`src/rtl/pcu_pkg.sv`:
```
`timescale 1ns/1ps
package pcu_pkg;
  typedef enum logic [1:0] {
    PCU_IDLE        = 2'd0,
    PCU_SEEK_FIRST  = 2'd1,
    PCU_SEEK_SECOND = 2'd2
  } pcu_state_e;
endpackage

```
`src/rtl/pcu_timebase.sv`:
```
`timescale 1ns/1ps
module pcu_timebase #(
  parameter int CNT_W = 16,
  parameter int PSC_W = 8
) (
  input  logic             clk,
  input  logic             rst_n,
  input  logic             clear_i,
  input  logic             run_i,
  input  logic [PSC_W-1:0] psc_i,
  input  logic [CNT_W-1:0] max_i,
  output logic [CNT_W-1:0] cnt_o
);
  logic [PSC_W-1:0] div_q;
  logic [CNT_W-1:0] cnt_q;
  logic             step;

  assign step  = (div_q == psc_i);
  assign cnt_o = cnt_q;

  always_ff @(posedge clk or negedge rst_n) begin
    if (!rst_n) begin
      div_q <= '0;
      cnt_q <= '0;
    end else if (clear_i) begin
      div_q <= '0;
      cnt_q <= '0;
    end else if (run_i) begin
      if (step) begin
        div_q <= '0;
        cnt_q <= (cnt_q >= max_i) ? '0 : cnt_q + 1'b1;
      end else begin
        div_q <= div_q + 1'b1;
      end
    end
  end
endmodule

```
`src/rtl/pcu_edge_sync.sv`:
```
`timescale 1ns/1ps
module pcu_edge_sync #(
  parameter int N_PIN = 2,
  parameter int SEL_W = 1
) (
  input  logic             clk,
  input  logic             rst_n,
  input  logic [N_PIN-1:0] pin_i,
  input  logic [SEL_W-1:0] sel_i,
  output logic             rise_o,
  output logic             fall_o
);
  logic [N_PIN-1:0] rise_v;
  logic [N_PIN-1:0] fall_v;

  for (genvar g = 0; g < N_PIN; g++) begin : g_pin
    // [0] first sync flop, [1] second sync flop, [2] previous level
    logic [2:0] sh_q;
    always_ff @(posedge clk or negedge rst_n) begin
      if (!rst_n) sh_q <= '0;
      else        sh_q <= {sh_q[1:0], pin_i[g]};
    end
    assign rise_v[g] =  sh_q[1] & ~sh_q[2];
    assign fall_v[g] = ~sh_q[1] &  sh_q[2];
  end

  assign rise_o = rise_v[sel_i];
  assign fall_o = fall_v[sel_i];
endmodule

```
`src/rtl/pcu_calc.sv`:
```
`timescale 1ns/1ps
module pcu_calc #(
  parameter int CNT_W = 16
) (
  input  logic [CNT_W-1:0] t0_i,
  input  logic [CNT_W-1:0] t1_i,
  input  logic [CNT_W-1:0] t2_i,
  input  logic [CNT_W-1:0] max_i,
  input  logic             dual_i,
  output logic [CNT_W-1:0] period_o,
  output logic [CNT_W-1:0] duty_o
);
  function automatic logic [CNT_W-1:0] span(input logic [CNT_W-1:0] a,
                                            input logic [CNT_W-1:0] b,
                                            input logic [CNT_W-1:0] m);
    if (b >= a) return b - a;
    else        return m - a + b;
  endfunction

  logic [CNT_W-1:0] per_w;
  logic [CNT_W-1:0] dty_raw;

  always_comb begin
    per_w    = span(t0_i, t2_i, max_i);
    dty_raw  = dual_i ? span(t0_i, t1_i, max_i) : '0;
    period_o = per_w;
    // falling-edge race: one extra period folded into the high time
    duty_o   = (dty_raw > per_w) ? dty_raw - per_w : dty_raw;
  end
endmodule

```
`src/rtl/pwm_capture_unit.sv`:
```
`timescale 1ns/1ps
module pwm_capture_unit
  import pcu_pkg::*;
#(
  parameter int CNT_W = 16,
  parameter int PSC_W = 8,
  parameter int TMO_W = 20
) (
  input  logic             clk,
  input  logic             rst_n,
  input  logic             start_i,
  input  logic [PSC_W-1:0] psc_i,
  input  logic [CNT_W-1:0] max_cnt_i,
  input  logic [TMO_W-1:0] timeout_i,
  input  logic             pin_sel_i,
  input  logic             dual_unit_i,
  input  logic [1:0]       pwm_i,
  output logic [CNT_W-1:0] period_o,
  output logic [CNT_W-1:0] duty_o,
  output logic             done_o,
  output logic             err_o,
  output logic             busy_o
);
  localparam int N_PIN = 2;
  localparam int SEL_W = 1;

  pcu_state_e       state_q;
  logic [PSC_W-1:0] psc_q;
  logic [CNT_W-1:0] max_q;
  logic [TMO_W-1:0] tlim_q;
  logic [TMO_W-1:0] tmo_q;
  logic             sel_q;
  logic             dual_q;
  logic [CNT_W-1:0] t0_q;
  logic [CNT_W-1:0] capb_q;
  logic [CNT_W-1:0] per_q;
  logic [CNT_W-1:0] dty_q;
  logic             done_q;
  logic             err_q;

  logic             launch;
  logic             running;
  logic             rise;
  logic             fall;
  logic [CNT_W-1:0] cnt_w;
  logic [CNT_W-1:0] calc_per;
  logic [CNT_W-1:0] calc_dty;
  logic             tmo_hit;

  assign running = (state_q != PCU_IDLE);
  assign launch  = (state_q == PCU_IDLE) && start_i;
  assign tmo_hit = (TMO_W'(tmo_q + 1'b1) == tlim_q);

  pcu_timebase #(.CNT_W(CNT_W), .PSC_W(PSC_W)) u_timebase (
    .clk     (clk),
    .rst_n   (rst_n),
    .clear_i (launch),
    .run_i   (running),
    .psc_i   (psc_q),
    .max_i   (max_q),
    .cnt_o   (cnt_w)
  );

  pcu_edge_sync #(.N_PIN(N_PIN), .SEL_W(SEL_W)) u_edges (
    .clk    (clk),
    .rst_n  (rst_n),
    .pin_i  (pwm_i),
    .sel_i  (sel_q),
    .rise_o (rise),
    .fall_o (fall)
  );

  // second snapshot pair: A = live counter (t2), B = last falling capture (t1)
  pcu_calc #(.CNT_W(CNT_W)) u_calc (
    .t0_i     (t0_q),
    .t1_i     (capb_q),
    .t2_i     (cnt_w),
    .max_i    (max_q),
    .dual_i   (dual_q),
    .period_o (calc_per),
    .duty_o   (calc_dty)
  );

  always_ff @(posedge clk or negedge rst_n) begin
    if (!rst_n) begin
      state_q <= PCU_IDLE;
      psc_q   <= '0;
      max_q   <= '0;
      tlim_q  <= '0;
      tmo_q   <= '0;
      sel_q   <= 1'b0;
      dual_q  <= 1'b0;
      t0_q    <= '0;
      capb_q  <= '0;
      per_q   <= '0;
      dty_q   <= '0;
      done_q  <= 1'b0;
      err_q   <= 1'b0;
    end else begin
      done_q <= 1'b0;
      if (state_q == PCU_IDLE) begin
        if (start_i) begin
          state_q <= PCU_SEEK_FIRST;
          psc_q   <= psc_i;
          max_q   <= max_cnt_i;
          tlim_q  <= timeout_i;
          sel_q   <= pin_sel_i;
          dual_q  <= dual_unit_i;
          tmo_q   <= '0;
          t0_q    <= '0;
          capb_q  <= '0;
          per_q   <= '0;
          dty_q   <= '0;
          err_q   <= 1'b0;
        end
      end else begin
        if (fall && dual_q) capb_q <= cnt_w;
        if ((state_q == PCU_SEEK_SECOND) && rise) begin
          per_q   <= calc_per;
          dty_q   <= calc_dty;
          done_q  <= 1'b1;
          state_q <= PCU_IDLE;
        end else if (tmo_hit) begin
          err_q   <= 1'b1;
          done_q  <= 1'b1;
          state_q <= PCU_IDLE;
        end else begin
          tmo_q <= tmo_q + 1'b1;
          if ((state_q == PCU_SEEK_FIRST) && rise) begin
            t0_q    <= cnt_w;
            state_q <= PCU_SEEK_SECOND;
          end
        end
      end
    end
  end

  assign period_o = per_q;
  assign duty_o   = dty_q;
  assign done_o   = done_q;
  assign err_o    = err_q;
  assign busy_o   = running;
endmodule

```
`config.mk`:
```
export PLATFORM = sky130hd
export DESIGN_NAME = pwm_capture_unit
export DESIGN_NICKNAME = d
export VERILOG_FILES = /design/src/rtl/pcu_pkg.sv /design/src/rtl/pcu_timebase.sv /design/src/rtl/pcu_edge_sync.sv /design/src/rtl/pcu_calc.sv /design/src/rtl/pwm_capture_unit.sv
export SDC_FILE = /design/constraint.sdc
export NUM_CORES = 1
export LEC_CHECK = 0
export BUFFER_PORTS_ARGS = -buffer_cell sky130_fd_sc_hd__buf_2
export CAP_MARGIN = 20
export CORE_MARGIN = 5
export CORE_UTILIZATION = 60
export DETAILED_ROUTE_END_ITERATION = 16
export PLACE_DENSITY = 0.86
export SYNTH_ARGS = -nofsm -noshare
export SYNTH_HDL_FRONTEND = slang
export SYNTH_SLANG_ARGS = --single-unit
```
`constraint.sdc`:
```
create_clock -name clk -period 6.6 [get_ports clk]
set_input_delay 1.32 -clock clk [delete_from_list [all_inputs] [get_ports clk]]
set_output_delay 1.32 -clock clk [all_outputs]
set_load 0.02 [all_outputs]
```
==> report_table.html, run 1 <==
<table>
<tr><th>Metric</th><th>Value</th></tr>
<tr><th colspan="2">Timing</th></tr>
<tr><td>Post-route fraction of the period consumed by the critical path</td><td>0.906</td></tr>
<tr><td>Post-Route Setup TNS</td><td>0 ns</td></tr>
<tr><td>Upper clock frequency limit</td><td>167 MHz</td></tr>
<tr><td>Worst Tran Pin Value</td><td>~0.94 ns</td></tr>
<tr><td>Shortest clock period the worst path allows after layout</td><td>5.98 ns</td></tr>
<tr><td>Total count of max-transition violations in the final report</td><td>0</td></tr>
<tr><td>Unrepaired setup endpoints after global routing</td><td>false</td></tr>
<tr><td>Worst Skew</td><td>0.0130 ns</td></tr>
<tr><td>Final Hold Fails</td><td>0</td></tr>
<tr><td>Final Setup Violations</td><td>0</td></tr>
<tr><td>Relative max-transition margin</td><td>0.370</td></tr>
<tr><th colspan="2">Flow run</th></tr>
<tr><td>Number of max-cap violations</td><td>0</td></tr>
<tr><th colspan="2">Yosys</th></tr>
<tr><td>Yosys warnings</td><td>0</td></tr>
<tr><td>Most common cell in the synthesized netlist</td><td>dfrtp_1</td></tr>
<tr><td>Synth cell types</td><td>66</td></tr>
<tr><td>Largest cells by area after synthesis</td><td>dfrtp_1, ha_1, o21ai_0</td></tr>
<tr><td>Sequential cell area fraction in the yosys report</td><td>0.336</td></tr>
<tr><td>Post-Syn Instances</td><td>1404</td></tr>
<tr><td>Post-synth top flop</td><td>dfrtp_1</td></tr>
<tr><td>Synth top cells by count</td><td>dfrtp_1, nand2_1, o21ai_0, ha_1, nor2_1</td></tr>
<tr><td>Share of synthesized flip-flops with an asynchronous set or reset</td><td>1.00</td></tr>
<tr><td>Number of synthesized register bits</td><td>164</td></tr>
<tr><td>Share of the synthesized area in the top cell type</td><td>0.336</td></tr>
<tr><td>Syn_area_per_cell</td><td>8.70 um^2</td></tr>
<tr><td>Number of enable flip-flop cells after synthesis</td><td>0</td></tr>
<tr><td>Cell type with the highest aggregate area in the netlist</td><td>dfrtp_1</td></tr>
<tr><td>Synthesized Nets</td><td>approximately 1.6k</td></tr>
<tr><td>Synth Cell Area</td><td>between 0.01 and 0.015 mm^2</td></tr>
<tr><th colspan="2">Setup path</th></tr>
<tr><td>Element type at the critical path end</td><td>register</td></tr>
<tr><td>Cell type of the slowest stage on the worst timing path</td><td>a2111oi_0</td></tr>
<tr><td>Worst R2R Setup Slack</td><td>0.62 ns</td></tr>
<tr><td>Crit path top cell by count</td><td>o21ai_0</td></tr>
<tr><td>Critical path data arrival time</td><td>6.34 ns</td></tr>
<tr><td>CP startpoint kind</td><td>register</td></tr>
<tr><td>Critical path's largest stage delay</td><td>between 0.4 and 0.5 ns</td></tr>
<tr><td>Critical register-to-register path startpoint</td><td>t0_q[0]$_DFFE_PN0P_</td></tr>
<tr><td>Worst Path Required</td><td>6.96 ns</td></tr>
<tr><td>Maximum net fanout on the critical path</td><td>24</td></tr>
<tr><td>Gate family responsible for the most delay along the worst path</td><td>compound AO/OA/AOI/OAI gates</td></tr>
<tr><td>Worst flop-to-flop path endpoint</td><td>duty_o[11]$_DFFE_PN0P_</td></tr>
<tr><td>CP Class</td><td>register to register</td></tr>
<tr><td>R2R cell count</td><td>29</td></tr>
<tr><td>Number of buffers and inverters on the critical path</td><td>1</td></tr>
<tr><th colspan="2">Hold path</th></tr>
<tr><td>Worst hold path stage count</td><td>0</td></tr>
<tr><td>Hold Crit Start</td><td>u_edges.g_pin[0].sh_q[0]$_DFF_PN0_</td></tr>
<tr><td>Worst hold path endpoint</td><td>u_edges.g_pin[0].sh_q[1]$_DFF_PN0_</td></tr>
<tr><td>HP Class</td><td>register to register</td></tr>
<tr><th colspan="2">Pwr</th></tr>
<tr><td>Net load switching power</td><td>3.76 mW</td></tr>
<tr><td>Peak VDD IR</td><td>0.888 mV</td></tr>
<tr><td>Leakage power figure</td><td>roughly 6.4 nW</td></tr>
<tr><td>Sequential share of power</td><td>0.197</td></tr>
<tr><td>Fraction of power spent switching nets</td><td>0.481</td></tr>
<tr><td>Internal</td><td>just over 4 mW</td></tr>
<tr><td>Clock network fraction of design power</td><td>0.131</td></tr>
<tr><td>Combinational power share</td><td>0.673</td></tr>
<tr><td>Power density over cell area</td><td>580 mW/mm^2</td></tr>
<tr><th colspan="2">Route</th></tr>
<tr><td>TritonRoute pass-1 iters</td><td>5</td></tr>
<tr><td>First DRT Iteration DRCs</td><td>905</td></tr>
<tr><td>Vias per inst</td><td>6.05</td></tr>
<tr><td>Vias</td><td>10.6k</td></tr>
<tr><td>Remaining antenna violation count after routing</td><td>0</td></tr>
<tr><td>Number of remaining DRC errors</td><td>0</td></tr>
<tr><td>Final WL</td><td>between 30000 and 40000 um</td></tr>
<tr><td>Average wire per cell in the routed design</td><td>between 15 and 20 um</td></tr>
<tr><th colspan="2">Clock tree</th></tr>
<tr><td>TritonCTS clock tree</td><td>built</td></tr>
<tr><td>Worst-Skew Late Latency</td><td>0.44 ns</td></tr>
<tr><td>Clock buffer depth</td><td>2</td></tr>
<tr><td>Post_cts resized</td><td>0</td></tr>
<tr><td>Sink count of the clock tree</td><td>164</td></tr>
<tr><td>CTS Hold Bufs</td><td>0</td></tr>
<tr><td>Number of levels the H-tree was split into</td><td>4</td></tr>
<tr><td>Clock root buffer</td><td>clkbuf_16</td></tr>
<tr><td>Num CTS Buffers</td><td>17</td></tr>
<tr><td>Post-CTS clock slew at the launch and capture registers of the worst setup and hold paths</td><td>0.07 ns</td></tr>
<tr><td>Count of buffers added by post-CTS timing repair for setup</td><td>0</td></tr>
<tr><th colspan="2">Finish</th></tr>
<tr><td>Number of antenna diodes</td><td>0</td></tr>
<tr><td>Area growth from synthesis to layout</td><td>10.4%</td></tr>
<tr><td>Final nets</td><td>1642</td></tr>
<tr><td>Number of fill cells</td><td>roughly 1.6k</td></tr>
<tr><td>Final instance area</td><td>0.0135 mm^2</td></tr>
<tr><td>Share of cells above drive strength 1</td><td>0.131</td></tr>
<tr><td>Area used by multi-input combinational logic</td><td>0.00764 mm^2</td></tr>
<tr><td>Sequential cell area in the final layout</td><td>0.00410 mm^2</td></tr>
<tr><th colspan="2">Floorplan</th></tr>
<tr><td>Placeable core region</td><td>0.0202 mm^2</td></tr>
<tr><td>Initial standard-cell utilization of the core</td><td>0.606</td></tr>
<tr><td>Number of top-level pins</td><td>86</td></tr>
<tr><td>Rows</td><td>52</td></tr>
<tr><td>Die outline area</td><td>0.0233 mm^2</td></tr>
<tr><td>Die extent in y</td><td>around 150 um</td></tr>
<tr><td>X dimension of the die</td><td>153 um</td></tr>
<tr><th colspan="2">Placed design</th></tr>
<tr><td>Port Buffers</td><td>85</td></tr>
<tr><td>Placed cell areas</td><td>between 0.01 and 0.015 mm^2</td></tr>
<tr><td>Total half-perimeter wirelength after legalization and detailed placement</td><td>23200 um</td></tr>
<tr><td>Routability-driven placement congestion ratio</td><td>0.961</td></tr>
<tr><th colspan="2">GRT</th></tr>
<tr><td>First-pass GRT wire length</td><td>50700 um</td></tr>
<tr><td>Vias in the first global route</td><td>10.3k</td></tr>
<tr><td>Number of antenna violations at the first check in global routing</td><td>0</td></tr>
<tr><td>Combined global-route utilization of all metal layers</td><td>0.262</td></tr>
<tr><td>Total grt overflow</td><td>0</td></tr>
<tr><td>Pin count of the biggest net entering global routing</td><td>104</td></tr>
<tr><th colspan="2">Run status</th></tr>
<tr><td>Status</td><td>finished, final reports clean</td></tr>
</table>
-- power by group through the flow --
stage                     logic, mW  clock network, mW  registers [mW]
after floorplan                4.22                  0            1.55
after global placement         4.96                  0            1.53
after detailed placement       5.12                  0            1.55
after CTS                      5.16               1.03            1.53
after global routing           5.85               1.08            1.58
final                          5.26               1.02            1.54
-- worst max path at each step --
stage                                     from                endpoint  cells past startpoint
3_5_place_dp              max_q[0]$_DFFE_PN0P_   duty_o[9]$_DFFE_PN0P_                     31
6_report                   t0_q[0]$_DFFE_PN0P_  duty_o[11]$_DFFE_PN0P_                     29
4_1_cts                    t0_q[0]$_DFFE_PN0P_   duty_o[9]$_DFFE_PN0P_                     29
5_1_grt                    t0_q[0]$_DFFE_PN0P_  duty_o[12]$_DFFE_PN0P_                     29
3_3_place_gp               t0_q[0]$_DFFE_PN0P_  duty_o[11]$_DFFE_PN0P_                     29
2_1_floorplan  u_timebase.cnt_o[0]$_DFFE_PN0P_  duty_o[15]$_DFFE_PN0P_                     29
-- routing by layer --
metal,GRT usage,wire [um],up-vias
li1,-,-,5136
met1,0.364,13600,5033
met2,0.408,13700,375
met3,0.0471,1880,78
met4,0.107,1120,0
met5,0,0,-
-- cells in the final DEF (no fill, tap or decap), types with 16 or more instances in the layout --
cell       synthesis  routed
nor3_1            27      27
nand3_1           76      76
a21oi_1          102     102
xor2_1            57      57
xnor2_1           65      65
ha_1             112     112
nor2_1           109     109
clkbuf_16          0      17
mux2_2            46      46
nand2_1          138     137
o21ai_0          133     133
a21o_1            32      32
and3_1            16      16
dfrtp_1          164     164
inv_1             70      70
o31ai_1           16      16
nand2b_1          17      17
buf_2              6      84
-- sequential cells by signal (all words and copies together), names as in the netlist, 2 cells and up --
name                flops
tlim_q                 20
psc_q                   8
max_q                  16
u_edges.g_pin.sh_q      6
t0_q                   16
duty_o                 16
tmo_q                  20
capb_q                 16
state_q                 2
u_timebase.cnt_o       16
u_timebase.div_q        8
period_o               16
-- final cells by class --
class                      count  share of cell area
clock inverter                14              0.0122
inverter                      70              0.0195
sequential                   164               0.304
timing repair buffer          99              0.0410
clock buffer                  18              0.0318
multi-input combinational   1121               0.566
tap                          270              0.0250
-- worst register-to-register path: cells and delay by family, from the launching register on --
family / cells / cell delay [ns]
multiplexers: 1 / 0.16
AND/OR/NAND/NOR: 9 / 0.99
adder cells (fa/ha/maj): 4 / 1.27
buffers and inverters: 1 / 0.23
AO/OA/AOI/OAI: 11 / 2.32
XOR/XNOR: 3 / 0.50
flip-flops: 1 / 0.43
-- stage by stage --
stage	setup WS [ns]	power, mW	hold WS [ns]	util	instances
after floorplan	1.16	5.76	0.331	-	1404
after global placement	0.706	6.50	0.333	0.638	1723
after detailed placement	0.538	6.67	0.340	0.638	1723
after CTS	0.498	7.73	0.357	0.667	1755
after global routing	0.00470	8.50	0.358	0.669	1756
final	0.621	7.82	0.353	0.669	1756
-- kinds of logic after synthesis --
logic type	count (synthesis)	share of synthesized area
AND/OR/NAND/NOR	445	0.172
AO/OA/AOI/OAI	380	0.189
flip-flops	164	0.336
XOR/XNOR	122	0.0875
buffers and inverters	119	0.0403
adder cells (fa/ha/maj)	118	0.125
multiplexers	56	0.0506
No activity file was read; power rests on OpenSTA's default activity.
==> inputs of run 2 (changes only) <==
CORE_UTILIZATION = 56   (was 60)
PLACE_DENSITY = 0.85   (was 0.86)
clock period = 5.1 ns   (was 6.6 ns; I/O delays follow)
==> run 2 against run 1 <==
Effect of this change:
- the flow now finishes with violations (negative setup slack)
- routed wire length is 19% higher
- sequential cell count stayed put
- clock-buffer cell count is 1 lower
- register-to-register slack worse by 1.0 ns
- fmax is 8.6% higher
- die area is 6.7% higher
==> report_table.html, run 2 (synthesis results as in run 1) <==
<table>
<tr><th>Metric</th><th>Value</th></tr>
<tr><th colspan="2">Run status</th></tr>
<tr><td>Status</td><td>finished with violations (was finished, final reports clean)</td></tr>
<tr><td>Failing checks</td><td>negative setup slack</td></tr>
<tr><th colspan="2">Floorplan</th></tr>
<tr><td>Die extent in y</td><td>158 um (was 153 um)</td></tr>
<tr><td>Number of top-level pins</td><td>86 (unchanged)</td></tr>
<tr><td>Placeable core region</td><td>0.0216 mm^2 (was 0.0202 mm^2)</td></tr>
<tr><td>X dimension of the die</td><td>158 um (was 153 um)</td></tr>
<tr><td>Initial standard-cell utilization of the core</td><td>0.565 (was 0.606)</td></tr>
<tr><td>Die outline area</td><td>0.0249 mm^2 (was 0.0233 mm^2)</td></tr>
<tr><td>Rows</td><td>54 (was 52)</td></tr>
<tr><th colspan="2">Timing</th></tr>
<tr><td>Relative max-transition margin</td><td>0.270 (was 0.370)</td></tr>
<tr><td>Worst Tran Pin Value</td><td>1.09 ns (was 0.945 ns)</td></tr>
<tr><td>Total count of max-transition violations in the final report</td><td>0 (unchanged)</td></tr>
<tr><td>Worst Skew</td><td>0.0126 ns (was 0.0130 ns)</td></tr>
<tr><td>Final Setup Violations</td><td>16 (was 0)</td></tr>
<tr><td>Unrepaired setup endpoints after global routing</td><td>true (was false)</td></tr>
<tr><td>Post-route fraction of the period consumed by the critical path</td><td>1.08 (was 0.906)</td></tr>
<tr><td>Final Hold Fails</td><td>0 (unchanged)</td></tr>
<tr><td>Worst-case setup margin in the final layout</td><td>-0.404 ns (was 0.621 ns)</td></tr>
<tr><td>Shortest clock period the worst path allows after layout</td><td>5.50 ns (was 5.98 ns)</td></tr>
<tr><td>Upper clock frequency limit</td><td>182 MHz (was 167 MHz)</td></tr>
<tr><th colspan="2">Route</th></tr>
<tr><td>Number of remaining DRC errors</td><td>0 (unchanged)</td></tr>
<tr><td>Final WL</td><td>36300 um (was 30400 um)</td></tr>
<tr><td>First DRT Iteration DRCs</td><td>1170 (was 905)</td></tr>
<tr><td>Vias per inst</td><td>6.04 (was 6.05)</td></tr>
<tr><td>Average wire per cell in the routed design</td><td>18.4 um (was 17.3 um)</td></tr>
<tr><td>Vias</td><td>11.9k (was 10.6k)</td></tr>
<tr><td>Remaining antenna violation count after routing</td><td>0 (unchanged)</td></tr>
<tr><td>TritonRoute pass-1 iters</td><td>5 (unchanged)</td></tr>
<tr><th colspan="2">Finish</th></tr>
<tr><td>Sequential cell area in the final layout</td><td>0.00411 mm^2 (was 0.00410 mm^2)</td></tr>
<tr><td>Final core occ</td><td>0.720 (was 0.669)</td></tr>
<tr><td>Post-route non-filler standard cell count</td><td>1977 (was 1756)</td></tr>
<tr><td>Share of cells above drive strength 1</td><td>0.284 (was 0.131)</td></tr>
<tr><td>Number of antenna diodes</td><td>0 (unchanged)</td></tr>
<tr><td>Leading cell type in the layout, fill and taps excluded</td><td>buf_4 (was dfrtp_1)</td></tr>
<tr><td>Area growth from synthesis to layout</td><td>27.5% (was 10.4%)</td></tr>
<tr><td>Area used by multi-input combinational logic</td><td>0.00802 mm^2 (was 0.00764 mm^2)</td></tr>
<tr><td>Final instance area</td><td>0.0156 mm^2 (was 0.0135 mm^2)</td></tr>
<tr><td>Number of fill cells</td><td>1461 (was 1583)</td></tr>
<tr><td>Largest registers</td><td>tlim_q (20), tmo_q (20) (unchanged)</td></tr>
<tr><td>Final nets</td><td>1853 (was 1642)</td></tr>
<tr><td>Highest-count cells in the layout ignoring fill and taps</td><td>buf_4, dfrtp_1, nand2_1 (was dfrtp_1, nand2_1, o21ai_0)</td></tr>
<tr><th colspan="2">GRT</th></tr>
<tr><td>Number of antenna violations at the first check in global routing</td><td>0 (unchanged)</td></tr>
<tr><td>Vias in the first global route</td><td>11.7k (was 10.3k)</td></tr>
<tr><td>First-pass GRT wire length</td><td>56200 um (was 50700 um)</td></tr>
<tr><td>Total grt overflow</td><td>0 (unchanged)</td></tr>
<tr><td>Pin count of the biggest net entering global routing</td><td>110 (was 104)</td></tr>
<tr><td>Combined global-route utilization of all metal layers</td><td>0.281 (was 0.262)</td></tr>
<tr><th colspan="2">Setup path</th></tr>
<tr><td>Maximum net fanout on the critical path</td><td>5 (was 24)</td></tr>
<tr><td>R2R cell count</td><td>30 (was 29)</td></tr>
<tr><td>Critical path's largest stage delay</td><td>0.36 ns (was 0.44 ns)</td></tr>
<tr><td>Critical path data arrival time</td><td>5.83 ns (was 6.34 ns)</td></tr>
<tr><td>Worst Path Required</td><td>5.43 ns (was 6.96 ns)</td></tr>
<tr><td>CP startpoint kind</td><td>register (unchanged)</td></tr>
<tr><td>Cell type of the slowest stage on the worst timing path</td><td>dfrtp_1 (was a2111oi_0)</td></tr>
<tr><td>Crit path top cell by count</td><td>a21boi_2 (was o21ai_0)</td></tr>
<tr><td>Element type at the critical path end</td><td>register (unchanged)</td></tr>
<tr><td>CP Class</td><td>register to register (unchanged)</td></tr>
<tr><th colspan="2">Hold path</th></tr>
<tr><td>Worst hold path stage count</td><td>0 (unchanged)</td></tr>
<tr><td>HP Class</td><td>register to register (unchanged)</td></tr>
<tr><th colspan="2">Clock tree</th></tr>
<tr><td>Worst-Skew Late Latency</td><td>0.45 ns (was 0.44 ns)</td></tr>
<tr><td>CTS Hold Bufs</td><td>0 (unchanged)</td></tr>
<tr><td>Clock buffer depth</td><td>2 (unchanged)</td></tr>
<tr><td>Number of levels the H-tree was split into</td><td>4 (unchanged)</td></tr>
<tr><td>TritonCTS clock tree</td><td>built (unchanged)</td></tr>
<tr><td>Num CTS Buffers</td><td>17 (unchanged)</td></tr>
<tr><td>Sink count of the clock tree</td><td>164 (unchanged)</td></tr>
<tr><td>Post-CTS clock slew at the launch and capture registers of the worst setup and hold paths</td><td>0.08 ns (was 0.07 ns)</td></tr>
<tr><td>Clock root buffer</td><td>clkbuf_16 (unchanged)</td></tr>
<tr><th colspan="2">Flow run</th></tr>
<tr><td>Number of max-cap violations</td><td>0 (unchanged)</td></tr>
<tr><th colspan="2">Placed design</th></tr>
<tr><td>Total half-perimeter wirelength after legalization and detailed placement</td><td>25300 um (was 23200 um)</td></tr>
<tr><td>Placed cell areas</td><td>0.0143 mm^2 (was 0.0129 mm^2)</td></tr>
<tr><td>Routability-driven placement congestion ratio</td><td>0.943 (was 0.961)</td></tr>
<tr><td>Number of cells in the design after placement</td><td>1915 (was 1723)</td></tr>
<tr><td>Port Buffers</td><td>85 (unchanged)</td></tr>
</table>
-- run 2: cell types whose count changed in the layout (fill, tap and decap cells not counted), sizes merged --
| cell | delta |
|---|---|
| clkinv | +7 |
| bufinv | -2 |
| inv | -1 |
| buf | +211 |
| clkinvlp | -3 |
| clkbuf | -1 |
-- run 2: worst paths after layout --
kind | slack [ns] | end | from
worst min register to register | 0.36 | u_edges.g_pin[1].sh_q[1]$_DFF_PN0_ | u_edges.g_pin[1].sh_q[0]$_DFF_PN0_
worst max register to register | -0.40 | duty_o[11]$_DFFE_PN0P_ | max_q[0]$_DFFE_PN0P_
worst max-delay path | -0.40 | duty_o[11]$_DFFE_PN0P_ | max_q[0]$_DFFE_PN0P_
min in group asynchronous | 0.46 | tlim_q[3]$_DFFE_PN0P_ | rst_n
worst min-delay path | 0.36 | u_edges.g_pin[1].sh_q[1]$_DFF_PN0_ | u_edges.g_pin[1].sh_q[0]$_DFF_PN0_
max in group asynchronous | 3.60 | max_q[10]$_DFFE_PN0P_ | rst_n
-- run 2: timing repair --
action | in CTS | in global routing
gates resized for setup | 29 | 92
endpoints found under the setup margin | 16 | 16
cloned | 2 | 0
buffers inserted | 13 | 15
pin swaps | 18 | 58
endpoints found under the hold margin | 0 | 0
-- run 2: routing by layer --
metal | vias up | GRT usage | part of all wire
li1 | 5567 | - | -
met5 | - | 0 | 0
met4 | 0 | 0.110 | 0.037
met3 | 122 | 0.0391 | 0.068
met1 | 5700 | 0.364 | 0.41
met2 | 559 | 0.476 | 0.48
-- run 2: area by class of cell --
class / instances / share of cell area
multi-input cells: 1121 / 0.515
clock buffers: 17 / 0.0273
clock inverters: 15 / 0.0128
flip-flops and latches: 164 / 0.264
repair buffers: 310 / 0.142
well taps: 280 / 0.0225
inverters: 70 / 0.0172
-- run 2: per-stage QoR --
stage                     setup WS, ns  TNS, ns  hold WS (ns)
after CTS                       -0.434    -6.45         0.359
final                           -0.404    -5.46         0.356
after global routing            -0.746   -11.07         0.374
after global placement          -0.312    -4.41         0.333
after detailed placement        -0.611    -8.22         0.341
after floorplan               0.000308        0         0.331
-- run 2: worst max-delay path: cells and delay by family (launching register included) --
family | cells | cell delay (ns)
AO/OA/AOI/OAI | 11 | 1.69
XOR/XNOR | 3 | 0.56
adder cells (fa/ha/maj) | 4 | 1.21
buffers and inverters | 4 | 0.46
flip-flops | 1 | 0.36
AND/OR/NAND/NOR | 8 | 1.07
Power of run 2 is left out: the tool's default activity adds up to more than one toggle a clock period on the data nets, which glitch-free logic cannot reach.
==> inputs of run 3 (changes only) <==
==> constraint.sdc (replaced) <==
create_clock -name clk -period 5.1 [get_ports clk]
set_input_delay 0 -clock clk [delete_from_list [all_inputs] [get_ports clk]]
set_output_delay 0 -clock clk [all_outputs]
set_load 0.02 [all_outputs]
==> run 3 against run 2 <==
Effect of this change:
- via count fell by 1.0%
- largest cell class unchanged
- routed wire length fell by 0.53%
- critical path depth rose by 3
- die area did not move
- cell count rose by 0.71%
- the run still ends with negative setup slack left
- global-route usage rose by 1.2 points
- setup slack got worse by 0.10 ns
- non-clock buffer count rose by 14
- core utilization rose by 0.075 points
- clock skew rose by 0.0064 ns
==> report_table.html, run 3 (synthesis results as in run 1) <==
<table>
<tr><th>Metric</th><th>Value</th></tr>
<tr><th colspan="2">Run status</th></tr>
<tr><td>Status</td><td>finished with violations (unchanged)</td></tr>
<tr><td>Failing checks</td><td>negative setup slack (unchanged)</td></tr>
<tr><th colspan="2">Setup path</th></tr>
<tr><td>CP startpoint kind</td><td>register (unchanged)</td></tr>
<tr><td>Critical path data arrival time</td><td>5.93 ns (was 5.83 ns)</td></tr>
<tr><td>Worst R2R Setup Slack</td><td>-0.50 ns (was -0.40 ns)</td></tr>
<tr><td>Worst flop-to-flop path endpoint</td><td>duty_o[3]$_DFFE_PN0P_ (was duty_o[11]$_DFFE_PN0P_)</td></tr>
<tr><td>Maximum net fanout on the critical path</td><td>7 (was 5)</td></tr>
<tr><td>Number of buffers and inverters on the critical path</td><td>3 (was 4)</td></tr>
<tr><td>Gate family responsible for the most delay along the worst path</td><td>compound AO/OA/AOI/OAI gates (unchanged)</td></tr>
<tr><td>Critical path's largest stage delay</td><td>0.43 ns (was 0.36 ns)</td></tr>
<tr><td>Cell type of the slowest stage on the worst timing path</td><td>dfrtp_1 (unchanged)</td></tr>
<tr><td>R2R cell count</td><td>33 (was 30)</td></tr>
<tr><td>Critical register-to-register path startpoint</td><td>max_q[0]$_DFFE_PN0P_ (unchanged)</td></tr>
<tr><td>Worst Path Required</td><td>5.43 ns (about the same)</td></tr>
<tr><td>Element type at the critical path end</td><td>register (unchanged)</td></tr>
<tr><td>CP Class</td><td>register to register (unchanged)</td></tr>
<tr><th colspan="2">Finish</th></tr>
<tr><td>Final core occ</td><td>0.721 (was 0.720)</td></tr>
<tr><td>Area used by multi-input combinational logic</td><td>0.00781 mm^2 (was 0.00802 mm^2)</td></tr>
<tr><td>Leading cell type in the layout, fill and taps excluded</td><td>buf_4 (unchanged)</td></tr>
<tr><td>Final nets</td><td>1867 (was 1853)</td></tr>
<tr><td>Area growth from synthesis to layout</td><td>27.6% (was 27.5%)</td></tr>
<tr><td>Largest registers</td><td>tlim_q (20), tmo_q (20) (unchanged)</td></tr>
<tr><td>Final instance area</td><td>0.0156 mm^2 (about the same)</td></tr>
<tr><td>Post-route non-filler standard cell count</td><td>1991 (was 1977)</td></tr>
<tr><td>Share of cells above drive strength 1</td><td>0.238 (was 0.284)</td></tr>
<tr><td>Number of antenna diodes</td><td>0 (unchanged)</td></tr>
<tr><td>Number of fill cells</td><td>1454 (was 1461)</td></tr>
<tr><td>Highest-count cells in the layout ignoring fill and taps</td><td>buf_4, dfrtp_1, nand2_1 (unchanged)</td></tr>
<tr><td>Sequential cell area in the final layout</td><td>0.00410 mm^2 (was 0.00411 mm^2)</td></tr>
<tr><th colspan="2">Timing</th></tr>
<tr><td>Shortest clock period the worst path allows after layout</td><td>5.60 ns (was 5.50 ns)</td></tr>
<tr><td>Relative max-transition margin</td><td>0.287 (was 0.270)</td></tr>
<tr><td>Total count of max-transition violations in the final report</td><td>0 (unchanged)</td></tr>
<tr><td>Worst Tran Pin Value</td><td>1.06 ns (was 1.09 ns)</td></tr>
<tr><td>Worst Skew</td><td>0.0190 ns (was 0.0126 ns)</td></tr>
<tr><td>Unrepaired setup endpoints after global routing</td><td>true (unchanged)</td></tr>
<tr><td>Final Setup Violations</td><td>16 (unchanged)</td></tr>
<tr><td>Hold slack</td><td>0.0737 ns (was 0.356 ns)</td></tr>
<tr><td>Upper clock frequency limit</td><td>178 MHz (was 182 MHz)</td></tr>
<tr><td>Post-route fraction of the period consumed by the critical path</td><td>1.10 (was 1.08)</td></tr>
<tr><td>Worst-case setup margin in the final layout</td><td>-0.503 ns (was -0.404 ns)</td></tr>
<tr><td>Final Hold Fails</td><td>0 (unchanged)</td></tr>
<tr><td>Post-Route Setup TNS</td><td>-7.13 ns (was -5.46 ns)</td></tr>
<tr><th colspan="2">Placed design</th></tr>
<tr><td>Routability-driven placement congestion ratio</td><td>0.925 (was 0.943)</td></tr>
<tr><td>Placed cell areas</td><td>0.0142 mm^2 (was 0.0143 mm^2)</td></tr>
<tr><td>Worst slack at placement</td><td>-0.536 ns (was -0.611 ns)</td></tr>
<tr><td>Total half-perimeter wirelength after legalization and detailed placement</td><td>25400 um (was 25300 um)</td></tr>
<tr><td>Port Buffers</td><td>85 (unchanged)</td></tr>
<tr><td>Number of cells in the design after placement</td><td>1901 (was 1915)</td></tr>
<tr><th colspan="2">Route</th></tr>
<tr><td>Average wire per cell in the routed design</td><td>18.1 um (was 18.4 um)</td></tr>
<tr><td>Final WL</td><td>36100 um (was 36300 um)</td></tr>
<tr><td>TritonRoute pass-1 iters</td><td>6 (was 5)</td></tr>
<tr><td>First DRT Iteration DRCs</td><td>1102 (was 1170)</td></tr>
<tr><td>Vias</td><td>11.8k (was 11.9k)</td></tr>
<tr><td>Number of remaining DRC errors</td><td>0 (unchanged)</td></tr>
<tr><td>Vias per inst</td><td>5.94 (was 6.04)</td></tr>
<tr><td>Remaining antenna violation count after routing</td><td>0 (unchanged)</td></tr>
<tr><th colspan="2">Pwr</th></tr>
<tr><td>Sequential share of power</td><td>0.145</td></tr>
<tr><td>Clock network fraction of design power</td><td>0.100</td></tr>
<tr><td>Peak VDD IR</td><td>about 1.2 mV</td></tr>
<tr><td>Net load switching power</td><td>6.06 mW</td></tr>
<tr><td>Leakage power figure</td><td>7.57 nW</td></tr>
<tr><td>Overall power after layout</td><td>about 14 mW</td></tr>
<tr><td>Combinational power share</td><td>0.755</td></tr>
<tr><td>Internal</td><td>7.76 mW</td></tr>
<tr><td>Fraction of power spent switching nets</td><td>0.439</td></tr>
<tr><td>Power density over cell area</td><td>886 mW/mm^2</td></tr>
<tr><th colspan="2">Floorplan</th></tr>
<tr><td>Die extent in y</td><td>158 um (unchanged)</td></tr>
<tr><td>X dimension of the die</td><td>158 um (unchanged)</td></tr>
<tr><td>Rows</td><td>54 (unchanged)</td></tr>
<tr><td>Die outline area</td><td>0.0249 mm^2 (unchanged)</td></tr>
<tr><td>Placeable core region</td><td>0.0216 mm^2 (unchanged)</td></tr>
<tr><td>Initial standard-cell utilization of the core</td><td>0.565 (unchanged)</td></tr>
<tr><td>Number of top-level pins</td><td>86 (unchanged)</td></tr>
<tr><th colspan="2">Hold path</th></tr>
<tr><td>HP Class</td><td>input port to register (was register to register)</td></tr>
<tr><td>Worst hold path endpoint</td><td>u_timebase.div_q[7]$_DFFE_PN0P_ (was u_edges.g_pin[1].sh_q[1]$_DFF_PN0_)</td></tr>
<tr><td>Worst hold path stage count</td><td>4 (was 0)</td></tr>
<tr><td>Hold Crit Start</td><td>start_i (was u_edges.g_pin[1].sh_q[0]$_DFF_PN0_)</td></tr>
<tr><th colspan="2">Clock tree</th></tr>
<tr><td>Worst-Skew Late Latency</td><td>0.45 ns (about the same)</td></tr>
<tr><td>Num CTS Buffers</td><td>17 (unchanged)</td></tr>
<tr><td>Number of levels the H-tree was split into</td><td>4 (unchanged)</td></tr>
<tr><td>Post-CTS clock slew at the launch and capture registers of the worst setup and hold paths</td><td>0.08 ns (about the same)</td></tr>
<tr><td>TritonCTS clock tree</td><td>built (unchanged)</td></tr>
<tr><td>Sink count of the clock tree</td><td>164 (unchanged)</td></tr>
<tr><td>Clock root buffer</td><td>clkbuf_16 (unchanged)</td></tr>
<tr><td>Clock buffer depth</td><td>2 (unchanged)</td></tr>
<tr><th colspan="2">GRT</th></tr>
<tr><td>Number of antenna violations at the first check in global routing</td><td>0 (unchanged)</td></tr>
<tr><td>Total grt overflow</td><td>0 (unchanged)</td></tr>
<tr><td>Pin count of the biggest net entering global routing</td><td>103 (was 110)</td></tr>
<tr><td>Vias in the first global route</td><td>11.9k (was 11.7k)</td></tr>
<tr><td>First-pass GRT wire length</td><td>58400 um (was 56200 um)</td></tr>
<tr><td>Combined global-route utilization of all metal layers</td><td>0.292 (was 0.281)</td></tr>
<tr><th colspan="2">Flow run</th></tr>
<tr><td>Number of max-cap violations</td><td>0 (unchanged)</td></tr>
</table>
-- run 3: worst min-delay path, stage by stage --
cell and delay [ns]:
buf_2 0.13, nor2_1 0.16, nand2_1 0.10, o21ai_0 0.07
-- run 3: power groups by stage --
stage               registers [mW]  clock network, mW  logic [mW]
floorplan                     2.00                  0        5.47
global placement              1.98                  0        7.87
detailed placement            2.00                  0        8.17
CTS                           1.98               1.38        9.54
global route                  2.04               1.44        11.2
finish                        2.00               1.39        10.4
-- run 3: repair_timing --
action | in CTS | in global routing
pin swaps | 12 | 19
hold endpoints to repair | 149 | 0
gates resized for setup | 27 | 33
endpoints found under the setup margin | 16 | 16
gates cloned | 2 | 1
setup buffers | 2 | 3
hold buffers | 49 | 0
-- run 3: cell type report --
type                    count  share of cell area
multi-input cells        1121               0.501
flip-flops and latches    164               0.263
repair buffers            324               0.156
clock buffers              17              0.0273
well taps                 280              0.0225
inverters                  70              0.0169
clock inverters            15              0.0127
-- run 3: routing by layer --
layer | global-route usage | routed length [um] | part of all wire
met1 | 0.369 | 14700 | 0.41
met2 | 0.501 | 17500 | 0.49
met4 | 0.107 | 1220 | 0.034
met5 | 0 | 0 | 0
met3 | 0.0541 | 2600 | 0.072
-- run 3: how the worst max path moves through the flow --
stage | from | depth (start not counted) | endpoint
global placement | max_q[0]$_DFFE_PN0P_ | 31 | duty_o[11]$_DFFE_PN0P_
finish | max_q[0]$_DFFE_PN0P_ | 33 | duty_o[3]$_DFFE_PN0P_
global route | max_q[0]$_DFFE_PN0P_ | 31 | duty_o[8]$_DFFE_PN0P_
detailed placement | max_q[0]$_DFFE_PN0P_ | 30 | duty_o[3]$_DFFE_PN0P_
floorplan | u_timebase.cnt_o[0]$_DFFE_PN0P_ | 29 | duty_o[15]$_DFFE_PN0P_
CTS | max_q[0]$_DFFE_PN0P_ | 31 | duty_o[9]$_DFFE_PN0P_
